[src/rtl/pq_pkg.sv]
// Shared types for the prefetch queue.
// Assumes: nothing beyond the standard language.
package pq_pkg;

    // Owner of the single bus port
    typedef enum logic [1:0] {
        ARB_IDLE  = 2'd0,
        ARB_FETCH = 2'd1,
        ARB_OPER  = 2'd2
    } arb_state_t;

endpackage

[src/rtl/pq_fifo.sv]
// Byte store of the prefetch queue: DEPTH slots in circular order.
// Assumes: push is only asserted when a slot is free (the bus side
// starts a fetch only with room, and pops only ever add room).
// A clear empties the store and wins over push and pop in that cycle.
module pq_fifo #(
    parameter int DEPTH  = 6,
    parameter int DATA_W = 8
) (
    input  logic                        clk,
    input  logic                        rst_n,
    input  logic                        clear,
    input  logic                        push,
    input  logic [DATA_W-1:0]           push_data,
    input  logic                        pop_req,
    output logic                        pop_valid,
    output logic [DATA_W-1:0]           pop_data,
    output logic                        room,
    output logic [$clog2(DEPTH+1)-1:0]  count
);
    localparam int PTR_W = (DEPTH > 1) ? $clog2(DEPTH) : 1;
    localparam int CNT_W = $clog2(DEPTH + 1);

    logic [DATA_W-1:0] slot_q [DEPTH];
    logic [PTR_W-1:0]  wr_ptr_q, rd_ptr_q;
    logic [CNT_W-1:0]  count_q;
    logic              do_pop;

    function automatic logic [PTR_W-1:0] ptr_next(input logic [PTR_W-1:0] p);
        return (p == PTR_W'(DEPTH - 1)) ? '0 : p + PTR_W'(1);
    endfunction

    assign pop_valid = (count_q != '0) && !clear;
    assign do_pop    = pop_req && pop_valid;
    assign pop_data  = slot_q[rd_ptr_q];
    assign room      = (count_q < CNT_W'(DEPTH));
    assign count     = count_q;

    // One storage register per slot, written when the write pointer selects it
    for (genvar i = 0; i < DEPTH; i++) begin : g_slot
        always_ff @(posedge clk) begin
            if (push && !clear && (wr_ptr_q == PTR_W'(i))) begin
                slot_q[i] <= push_data;
            end
        end
    end

    // Pointer and occupancy tracking
    always_ff @(posedge clk) begin
        if (!rst_n || clear) begin
            wr_ptr_q <= '0;
            rd_ptr_q <= '0;
            count_q  <= '0;
        end else begin
            if (push)   wr_ptr_q <= ptr_next(wr_ptr_q);
            if (do_pop) rd_ptr_q <= ptr_next(rd_ptr_q);
            unique case ({push, do_pop})
                2'b10:   count_q <= count_q + CNT_W'(1);
                2'b01:   count_q <= count_q - CNT_W'(1);
                default: count_q <= count_q;
            endcase
        end
    end

endmodule

[src/rtl/pq_fetch_addr.sv]
// Sequential fetch pointer: reloads on redirect, steps by one per kept byte.
// Assumes: load and inc may coincide; load wins.
module pq_fetch_addr #(
    parameter int              ADDR_W     = 20,
    parameter logic [ADDR_W-1:0] RESET_ADDR = '0
) (
    input  logic              clk,
    input  logic              rst_n,
    input  logic              load,
    input  logic [ADDR_W-1:0] load_addr,
    input  logic              inc,
    output logic [ADDR_W-1:0] addr
);
    logic [ADDR_W-1:0] addr_q;

    assign addr = addr_q;

    // Address register update
    always_ff @(posedge clk) begin
        if (!rst_n)    addr_q <= RESET_ADDR;
        else if (load) addr_q <= load_addr;
        else if (inc)  addr_q <= addr_q + ADDR_W'(1);
    end

endmodule

[src/rtl/pq_arbiter.sv]
// Bus owner selection and bus cycle registers.
// Starts at most one cycle at a time, only from idle. Operand requests beat
// fetch starts; a running fetch is never cut short. A flush marks a running
// fetch so that its returned byte is dropped, and holds off a start in the
// flush cycle so the next fetch picks up the reloaded address.
// Assumes: opr_req is held until opr_done; bus_ack lasts one cycle.
module pq_arbiter
    import pq_pkg::*;
#(
    parameter int ADDR_W = 20,
    parameter int DATA_W = 8
) (
    input  logic              clk,
    input  logic              rst_n,
    input  logic              room,
    input  logic              flush,
    input  logic              opr_req,
    input  logic              opr_we,
    input  logic [ADDR_W-1:0] opr_addr,
    input  logic [DATA_W-1:0] opr_wdata,
    input  logic [ADDR_W-1:0] fetch_addr,
    input  logic              bus_ack,
    output logic              bus_req,
    output logic              bus_we,
    output logic [ADDR_W-1:0] bus_addr,
    output logic [DATA_W-1:0] bus_wdata,
    output logic              fetch_busy,
    output logic              push,
    output logic              opr_done
);
    arb_state_t        state_q, state_d;
    logic              start_fetch, start_opr;
    logic              drop_q;
    logic              we_q;
    logic [ADDR_W-1:0] addr_q;
    logic [DATA_W-1:0] wdata_q;

    // Next owner: operand first, fetch only with room, nothing during flush
    always_comb begin
        state_d     = state_q;
        start_fetch = 1'b0;
        start_opr   = 1'b0;
        unique case (state_q)
            ARB_IDLE: begin
                if (!flush) begin
                    if (opr_req) begin
                        state_d   = ARB_OPER;
                        start_opr = 1'b1;
                    end else if (room) begin
                        state_d     = ARB_FETCH;
                        start_fetch = 1'b1;
                    end
                end
            end
            ARB_FETCH, ARB_OPER: begin
                if (bus_ack) state_d = ARB_IDLE;
            end
            default: state_d = ARB_IDLE;
        endcase
    end

    // Owner register
    always_ff @(posedge clk) begin
        if (!rst_n) state_q <= ARB_IDLE;
        else        state_q <= state_d;
    end

    // Bus cycle attributes, captured at cycle start and held to the acknowledge
    always_ff @(posedge clk) begin
        if (!rst_n) begin
            addr_q  <= '0;
            we_q    <= 1'b0;
            wdata_q <= '0;
        end else if (start_opr) begin
            addr_q  <= opr_addr;
            we_q    <= opr_we;
            wdata_q <= opr_wdata;
        end else if (start_fetch) begin
            addr_q  <= fetch_addr;
            we_q    <= 1'b0;
            wdata_q <= '0;
        end
    end

    // Drop mark for a fetch overtaken by a flush
    always_ff @(posedge clk) begin
        if (!rst_n || start_fetch) begin
            drop_q <= 1'b0;
        end else if (state_q == ARB_FETCH) begin
            if (bus_ack)    drop_q <= 1'b0;
            else if (flush) drop_q <= 1'b1;
        end
    end

    assign bus_req    = (state_q != ARB_IDLE);
    assign bus_we     = we_q;
    assign bus_addr   = addr_q;
    assign bus_wdata  = wdata_q;
    assign fetch_busy = (state_q == ARB_FETCH);
    assign push       = fetch_busy && bus_ack && !drop_q && !flush;
    assign opr_done   = (state_q == ARB_OPER) && bus_ack;

endmodule

[src/rtl/prefetch_queue.sv]
// Instruction prefetch byte queue: fetch pointer, bus arbiter and byte store.
// Assumes: a single-outstanding bus with level request and one-cycle
// acknowledge that also carries read data.
module prefetch_queue #(
    parameter int                ADDR_W     = 20,
    parameter int                DEPTH      = 6,
    parameter logic [ADDR_W-1:0] RESET_ADDR = 20'hFFFF0
) (
    input  logic              clk,
    input  logic              rst_n,
    output logic              bus_req,
    output logic              bus_we,
    output logic [ADDR_W-1:0] bus_addr,
    output logic [7:0]        bus_wdata,
    input  logic              bus_ack,
    input  logic [7:0]        bus_rdata,
    input  logic              pop_req,
    output logic              pop_valid,
    output logic [7:0]        pop_data,
    input  logic              opr_req,
    input  logic              opr_we,
    input  logic [ADDR_W-1:0] opr_addr,
    input  logic [7:0]        opr_wdata,
    output logic              opr_done,
    output logic [7:0]        opr_rdata,
    input  logic              flush,
    input  logic [ADDR_W-1:0] flush_addr
);
    localparam int DATA_W = 8;
    localparam int CNT_W  = $clog2(DEPTH + 1);

    logic              room;
    logic              push;
    logic              fetch_busy;
    logic [ADDR_W-1:0] fetch_addr;
    logic [CNT_W-1:0]  fifo_count;

    pq_fetch_addr #(.ADDR_W(ADDR_W), .RESET_ADDR(RESET_ADDR)) u_addr (
        .clk       (clk),
        .rst_n     (rst_n),
        .load      (flush),
        .load_addr (flush_addr),
        .inc       (push),
        .addr      (fetch_addr)
    );

    pq_arbiter #(.ADDR_W(ADDR_W), .DATA_W(DATA_W)) u_arb (
        .clk        (clk),
        .rst_n      (rst_n),
        .room       (room),
        .flush      (flush),
        .opr_req    (opr_req),
        .opr_we     (opr_we),
        .opr_addr   (opr_addr),
        .opr_wdata  (opr_wdata),
        .fetch_addr (fetch_addr),
        .bus_ack    (bus_ack),
        .bus_req    (bus_req),
        .bus_we     (bus_we),
        .bus_addr   (bus_addr),
        .bus_wdata  (bus_wdata),
        .fetch_busy (fetch_busy),
        .push       (push),
        .opr_done   (opr_done)
    );

    pq_fifo #(.DEPTH(DEPTH), .DATA_W(DATA_W)) u_fifo (
        .clk       (clk),
        .rst_n     (rst_n),
        .clear     (flush),
        .push      (push),
        .push_data (bus_rdata),
        .pop_req   (pop_req),
        .pop_valid (pop_valid),
        .pop_data  (pop_data),
        .room      (room),
        .count     (fifo_count)
    );

    assign opr_rdata = bus_rdata;

endmodule

[config.mk]
export PLATFORM = sky130hd
export DESIGN_NAME = prefetch_queue
export DESIGN_NICKNAME = d
export VERILOG_FILES = /design/src/rtl/pq_pkg.sv /design/src/rtl/pq_fifo.sv /design/src/rtl/pq_fetch_addr.sv /design/src/rtl/pq_arbiter.sv /design/src/rtl/prefetch_queue.sv
export SDC_FILE = /design/constraint.sdc
export NUM_CORES = 1
export LEC_CHECK = 0
export BUFFER_PORTS_ARGS = -buffer_cell sky130_fd_sc_hd__buf_2
export CAP_MARGIN = 20
export CELL_PAD_IN_SITES_DETAIL_PLACEMENT = 0
export CELL_PAD_IN_SITES_GLOBAL_PLACEMENT = 2
export CORE_ASPECT_RATIO = 0.8
export CORE_MARGIN = 2
export CORE_UTILIZATION = 35
export DETAILED_ROUTE_END_ITERATION = 6
export GPL_ROUTABILITY_DRIVEN = 0
export PLACE_DENSITY = 0.77
export SYNTH_ARGS = -nofsm -noshare
export SYNTH_HDL_FRONTEND = slang
export SYNTH_SLANG_ARGS = --single-unit
[constraint.sdc]
create_clock -name clk -period 3.17 [get_ports clk]
set_clock_uncertainty 0.15 [all_clocks]
set_input_delay 0 -clock clk [delete_from_list [all_inputs] [get_ports clk]]
set_output_delay 0 -clock clk [all_outputs]
set_load 0.01 [all_outputs]
-- Word level (Yosys, flattened, before mapping)
Memories as Yosys holds them, arrays and structs flattened. A register that Yosys moved wholly into a read port is not among the register bits.
Index checks and enable logic that the tools add are counted.
- memory bits (writable): 48
- bits in registers: 61
- output and inout bits: 48
- bits of input ports: 63
- word-level logic and storage cells: 117
- memories kept: 1
- memories (memory ; words ; width ; rd ports ; clocked after Yosys merged registers in ; write ports ; RTL line ; RTL):
    u_fifo.slot_q ; 6 ; 8 ; 1 ; 1 ; 1 ; pq_fifo.sv:23 ; logic [DATA_W-1:0] slot_q [DEPTH];
- muxes and demuxes: 54
- equal/unequal tests: 13
- $add $sub $neg: 5
- reductions and logical operators: 34
- $lt $le $gt $ge: 1
- operators by type and width (operator ; count):
    20-bit 2-to-1 mux ; 4
    8-bit 2-to-1 mux ; 7
    8-bit OR reduction ; 5
    1-bit 2-to-1 mux ; 28
    3-bit 2-to-1 mux ; 9
    20-bit by 1-bit adder with 20-bit output (second input constant) ; 1
    1-bit logical AND ; 13
    2-bit nonzero test ; 5
    3-bit by 1-bit adder with 3-bit output (second input constant) ; 3
    3-bit equality test (second input constant) ; 3
    2-bit 2-to-1 mux ; 4
    3-bit by 2-bit equality test with 1-bit output (second input constant) ; 2
    3-bit one-hot mux with 2 select lines ; 1
    2-bit by 1-bit equality test with 1-bit output (second input constant) ; 2
    2-bit equality test (second input constant) ; 2
    2-bit != test (second input constant) ; 2
    2-bit one-hot mux with 2 select lines ; 1
    3-bit by 1-bit equality test with 1-bit output (second input constant) ; 1
    1-bit zero test ; 3
    3-bit zero test ; 1
    3-bit < comparator (second input constant) ; 1
    3-bit != test (second input constant) ; 1
    3-bit AND reduction ; 1
    3-bit nonzero test ; 1
    other kinds (5) ; 6

-- Longest topological paths before layout
- word-level depth: 14
- gate-level depth with buffers: 10
- depth with buffers taken out: 10

-- Cells and area by module
From an unflattened synthesis, not the netlist that was laid out.
- cell total of the unflattened synthesis: 431
- area, all modules: 5032.3 µm²
- modules (own cells, without submodules) (module ; cells each ; area an instance (µm²) ; times used ; sequential area each (µm²)):
    pq_fifo ; 142 ; 2421.1 ; 1 ; 1681.6
    pq_arbiter ; 139 ; 1388.8 ; 1 ; 640.6
    pq_fetch_addr ; 142 ; 1162.4 ; 1 ; 400.4
    prefetch_queue ; 8 ; 60.1 ; 1 ; 0.0

-- Worst setup path before layout
Ideal clock, no wire load.
- kind: flip-flop to flip-flop
- start: reg u_arb.state_q[1]
- end: reg u_fifo.count_q[2], in the netlist u_fifo.count[2]
- cell stages (with the launch flop): 11
- data arrival time: 2096 ps
- setup time: 71 ps
- data required time: 2949 ps
- setup slack: 853 ps
- cells stage by stage: dfxtp_1 inv_1 ha_1 and4bb_2 inv_1 ha_1 inv_1 fa_1 xor2_1 or3_1 a21oi_1
- cells in the longest elaborated chain, start to end: 6
- RTL lines (element ; RTL line ; RTL):
    start, declared ; pq_arbiter.sv:31 ; arb_state_t state_q, state_d;
    start signal, assigned ; pq_arbiter.sv:65 ; else state_q <= state_d;
    2-bit by 1-bit equality test with 1-bit output * ; pq_arbiter.sv:99 ; assign fetch_busy = (state_q == ARB_FETCH);
    1-bit logical AND * (3 in a row) ; pq_arbiter.sv:100 ; assign push = fetch_busy && bus_ack && !drop_q && !flush;
    2-bit by 1-bit equality test with 1-bit output / 2-bit equality test (equally long branches) ; pq_fifo.sv:56 ; unique case ({push, do_pop})
    3-bit one-hot mux with 2 select lines / 2-bit nonzero test (equally long branches) ; - ;
    end signal, assigned ; pq_fifo.sv:57 ; 2'b10: count_q <= count_q + CNT_W'(1);
    end signal, assigned ; pq_fifo.sv:58 ; 2'b01: count_q <= count_q - CNT_W'(1);
    end signal, assigned ; pq_fifo.sv:59 ; default: count_q <= count_q;
    end, declared ; pq_fifo.sv:25 ; logic [CNT_W-1:0] count_q;
Every way passes the cells marked *; elsewhere a longest branch is shown, timed or not.
A chain may end at the register's enable or synchronous reset.

-- Final worst setup path
Same ends and word-level chain as after synthesis.

==> reports/results.txt <==
Synth area leaders = edfxtp_1 29%, dfxtp_1 26%, mux2i_1 4.4%
YS warnings = 0
Layout cells sized above 1 = 25.66%
Routed WL = 12610 µm
Fraction of registers with async set/reset = 0%
CTS tree = built
Rows = 39
Core area = 14100 µm²
Unrepaired setup endpoints after global routing = no
H-tree depth = 3
Port Buffers = 110
First DRT Iteration DRCs = 211
Total track usage = 17.32%
Crit path buf inv count = 3
Drc violations = 0
Pre-antenna DRT Iters = 4
Max VDD drop = 0.0002681 V
Synth cell count leaders = 64 x dfxtp_1, 48 x edfxtp_1, 37 x nor2_1
Die Span X = 137.7 µm
Minimum clock period = 2.578 ns
Worst slew pin tran = 0.8214 ns
Status = completed
Starting Density = 35.48%
Max Cap Viol = 0
Number of synthesized flops with an enable pin = 48
Layout Nets = 673
Mapped Cells = 446
Synth area leader = edfxtp_1
Post-synth top area share = 28.81%
Setup violations, final = 0
DR WL/cell = 15.92 µm
Critical path's slowest cell = fa_1
Count leader, synth = dfxtp_1
R2R depth = 10
CTS Buf Count = 9
Maximum root-to-sink buffer count = 2
CP most frequent cell = inv_1
Critical Path Source Type = flip-flop
Post-route insts no fill = 792
HP Class = in2reg
Leak Pwr = 0.002605 µW
Root buf cell = clkbuf_16
Die area = 15270 µm²
Synth Area per Inst = 11.22 µm²
CP top delay family = adder cells
# diodes = 0
WP data arrival = 2.70 ns
Rel. slew slack = 45.17%
Final worst setup slack = 0.5923 ns
Count of final max-slew check failures = 0
Crit-path cells = inv_1 > ha_1 > and4bb_2 > inv_1 > ha_1 > inv_1 > fa_1 > xor2_1 > or3_1 > a21oi_1
Synth cell types = 60
Largest net degree at the start of global routing = 54
Post-CTS Setup Bufs = 0
Worst-Skew Late Latency = 0.36 ns
Pre-CTS WS = 0.6133 ns
Hold Vio Cnt, Final = 0
Hold depth = 3
Critical Path Sink Type = flip-flop
Critical path class = reg2reg
Via count = 3944
Worst path max stage delay = 0.39 ns
Critical Path RT = 3.29 ns
Inst Count DP = 714
Ports = 111
Die H = 110.9 µm
First-pass GRT wire length = 20180 µm
Setup TNS = 0 ns
Pwr/cell area = 474.8 nW/µm²
Total gr overflow = 0
DR vias/cell = 4.980
Syn Nets = 516
Sequential area share after synthesis = 54.41%
Max Fclk = 387.9 MHz
#FFs+latches synth = 112
Netlist Area Pre-Place = 5004 µm²
Most common flop cell mapped by yosys = dfxtp_1
Post-DP HPWL = 8671 µm
Vias in the first global route = 3951
Routed Antenna Nets = 0
TritonCTS Sinks = 112
Register clock-pin slew on the reported worst setup and hold paths = 0.08 ns
Peak fanout along the critical path = 6
Initial antenna violation count = 0
Area Overhead vs Synth = 32.11%
Final period util = 81.32%
WP depth = 10
-- tightest hold or removal path, delay by kind of cell --
family / cells / cell delay, ns
AO/OA/AOI/OAI: 1 / 0.17
buffers and inverters: 1 / 0.19
AND/OR/NAND/NOR: 1 / 0.12
-- power by group --
part | switching (µW) | leakage, µW | internal [µW] | total [µW]
Sequential | 45.5 | 0.000957 | 1550 | 1600
Combinational | 197 | 0.00150 | 193 | 390
Clock | 529 | 0.000146 | 620 | 1150
-- registers in the layout, indices dropped and copies added, names as in the netlist, named ones only --
register	cells
u_fifo.rd_ptr_q	3
u_arb.bus_we	1
u_arb.bus_addr	20
u_arb.bus_wdata	8
u_arb.state_q	2
u_addr.addr	20
u_fifo.wr_ptr_q	3
u_fifo.slot_q	48
u_arb.drop_q	1
u_fifo.count	3
-- metrics by stage --
step / utilization (%) / power, µW / area [µm²] / hold slack, ns
floorplan: - / 1828 / 5004 / -0.05823
global placement: 40.32 / 1960 / 5687 / 0.09449
detailed placement: 40.32 / 1966 / 5687 / 0.09690
CTS: 46.87 / 3183 / 6610 / 0.002815
global route: 46.87 / 3286 / 6610 / 0.06852
finish: 46.87 / 3138 / 6610 / 0.01663
-- cell usage in the layout, fill, tap and decap left out, types with 3 or more instances in the layout --
master,Yosys,layout
buf_2,6,110
dfxtp_1,64,64
dlygate4sd3_1,0,62
edfxtp_1,48,48
nor2_1,37,37
nand2_1,28,28
mux2i_1,22,22
a21oi_1,18,18
inv_1,16,16
nor2b_1,15,15
nor3_1,13,13
o21ai_0,11,11
a211oi_1,10,10
buf_4,8,10
a222oi_1,9,9
a22oi_1,9,9
clkbuf_16,0,9
mux4_2,8,8
nor3b_1,6,6
and2_1,6,6
nand4_1,6,6
nand3_1,6,6
xnor2_1,6,6
ha_1,6,6
a311oi_1,5,5
xor2_1,5,5
o211a_1,4,4
nand2b_1,3,3
or3_1,3,3
and3b_1,3,3
or2_2,3,3
nand3b_1,3,3
and4_1,3,3
nor4b_1,3,3
nor4_1,3,3
-- area by class of cell --
class                           count  area, µm²
Sequential cell                   112       2723
Multi-Input combinational cell    281       2044
Clock inverter                      7      77.57
Fill cell                        1313       7492
Tap cell                          184      230.2
Timing Repair Buffer              182       1246
Clock buffer                        9      225.2
Inverter                           17      63.81
-- layer usage --
metal | track usage [%] | wire length, µm | vias to the layer above
met2 | 26.70 | 5869 | 89
met4 | 5.017 | 74 | 0
met3 | 4.664 | 620 | 4
met1 | 23.84 | 6045 | 1883
li1 | - | - | 1968
met5 | 0 | 0 | -
-- cells by family (layout without fill, tap and decap cells) --
kind of cell | count (synthesis) | count (layout) | synth area share (%)
AND/OR/NAND/NOR | 152 | 152 | 17.20
flip-flops | 112 | 112 | 54.41
AO/OA/AOI/OAI | 80 | 80 | 11.60
buffers and inverters | 53 | 215 | 4.726
multiplexers | 31 | 31 | 8.227
XOR/XNOR | 11 | 11 | 1.925
adder cells (fa/ha/maj) | 7 | 7 | 1.900
-- final timing paths --
kind	startpoint	endpoint	slack [ns]
hold reg to reg	u_fifo.wr_ptr_q[0]	u_fifo.wr_ptr_q[0]	0.33
setup / recovery	u_arb.state_q[1]	u_fifo.count[2]	0.59
hold / removal	flush	u_addr.addr[0]	0.02
setup reg to reg	u_arb.state_q[1]	u_fifo.count[2]	0.59
-- timing repair --
action                                 CTS  global route
endpoints found under the hold margin  104             0
hold buffers                            62             0
resized for setup                        0             0
Power figures use the tool's default switching activity.
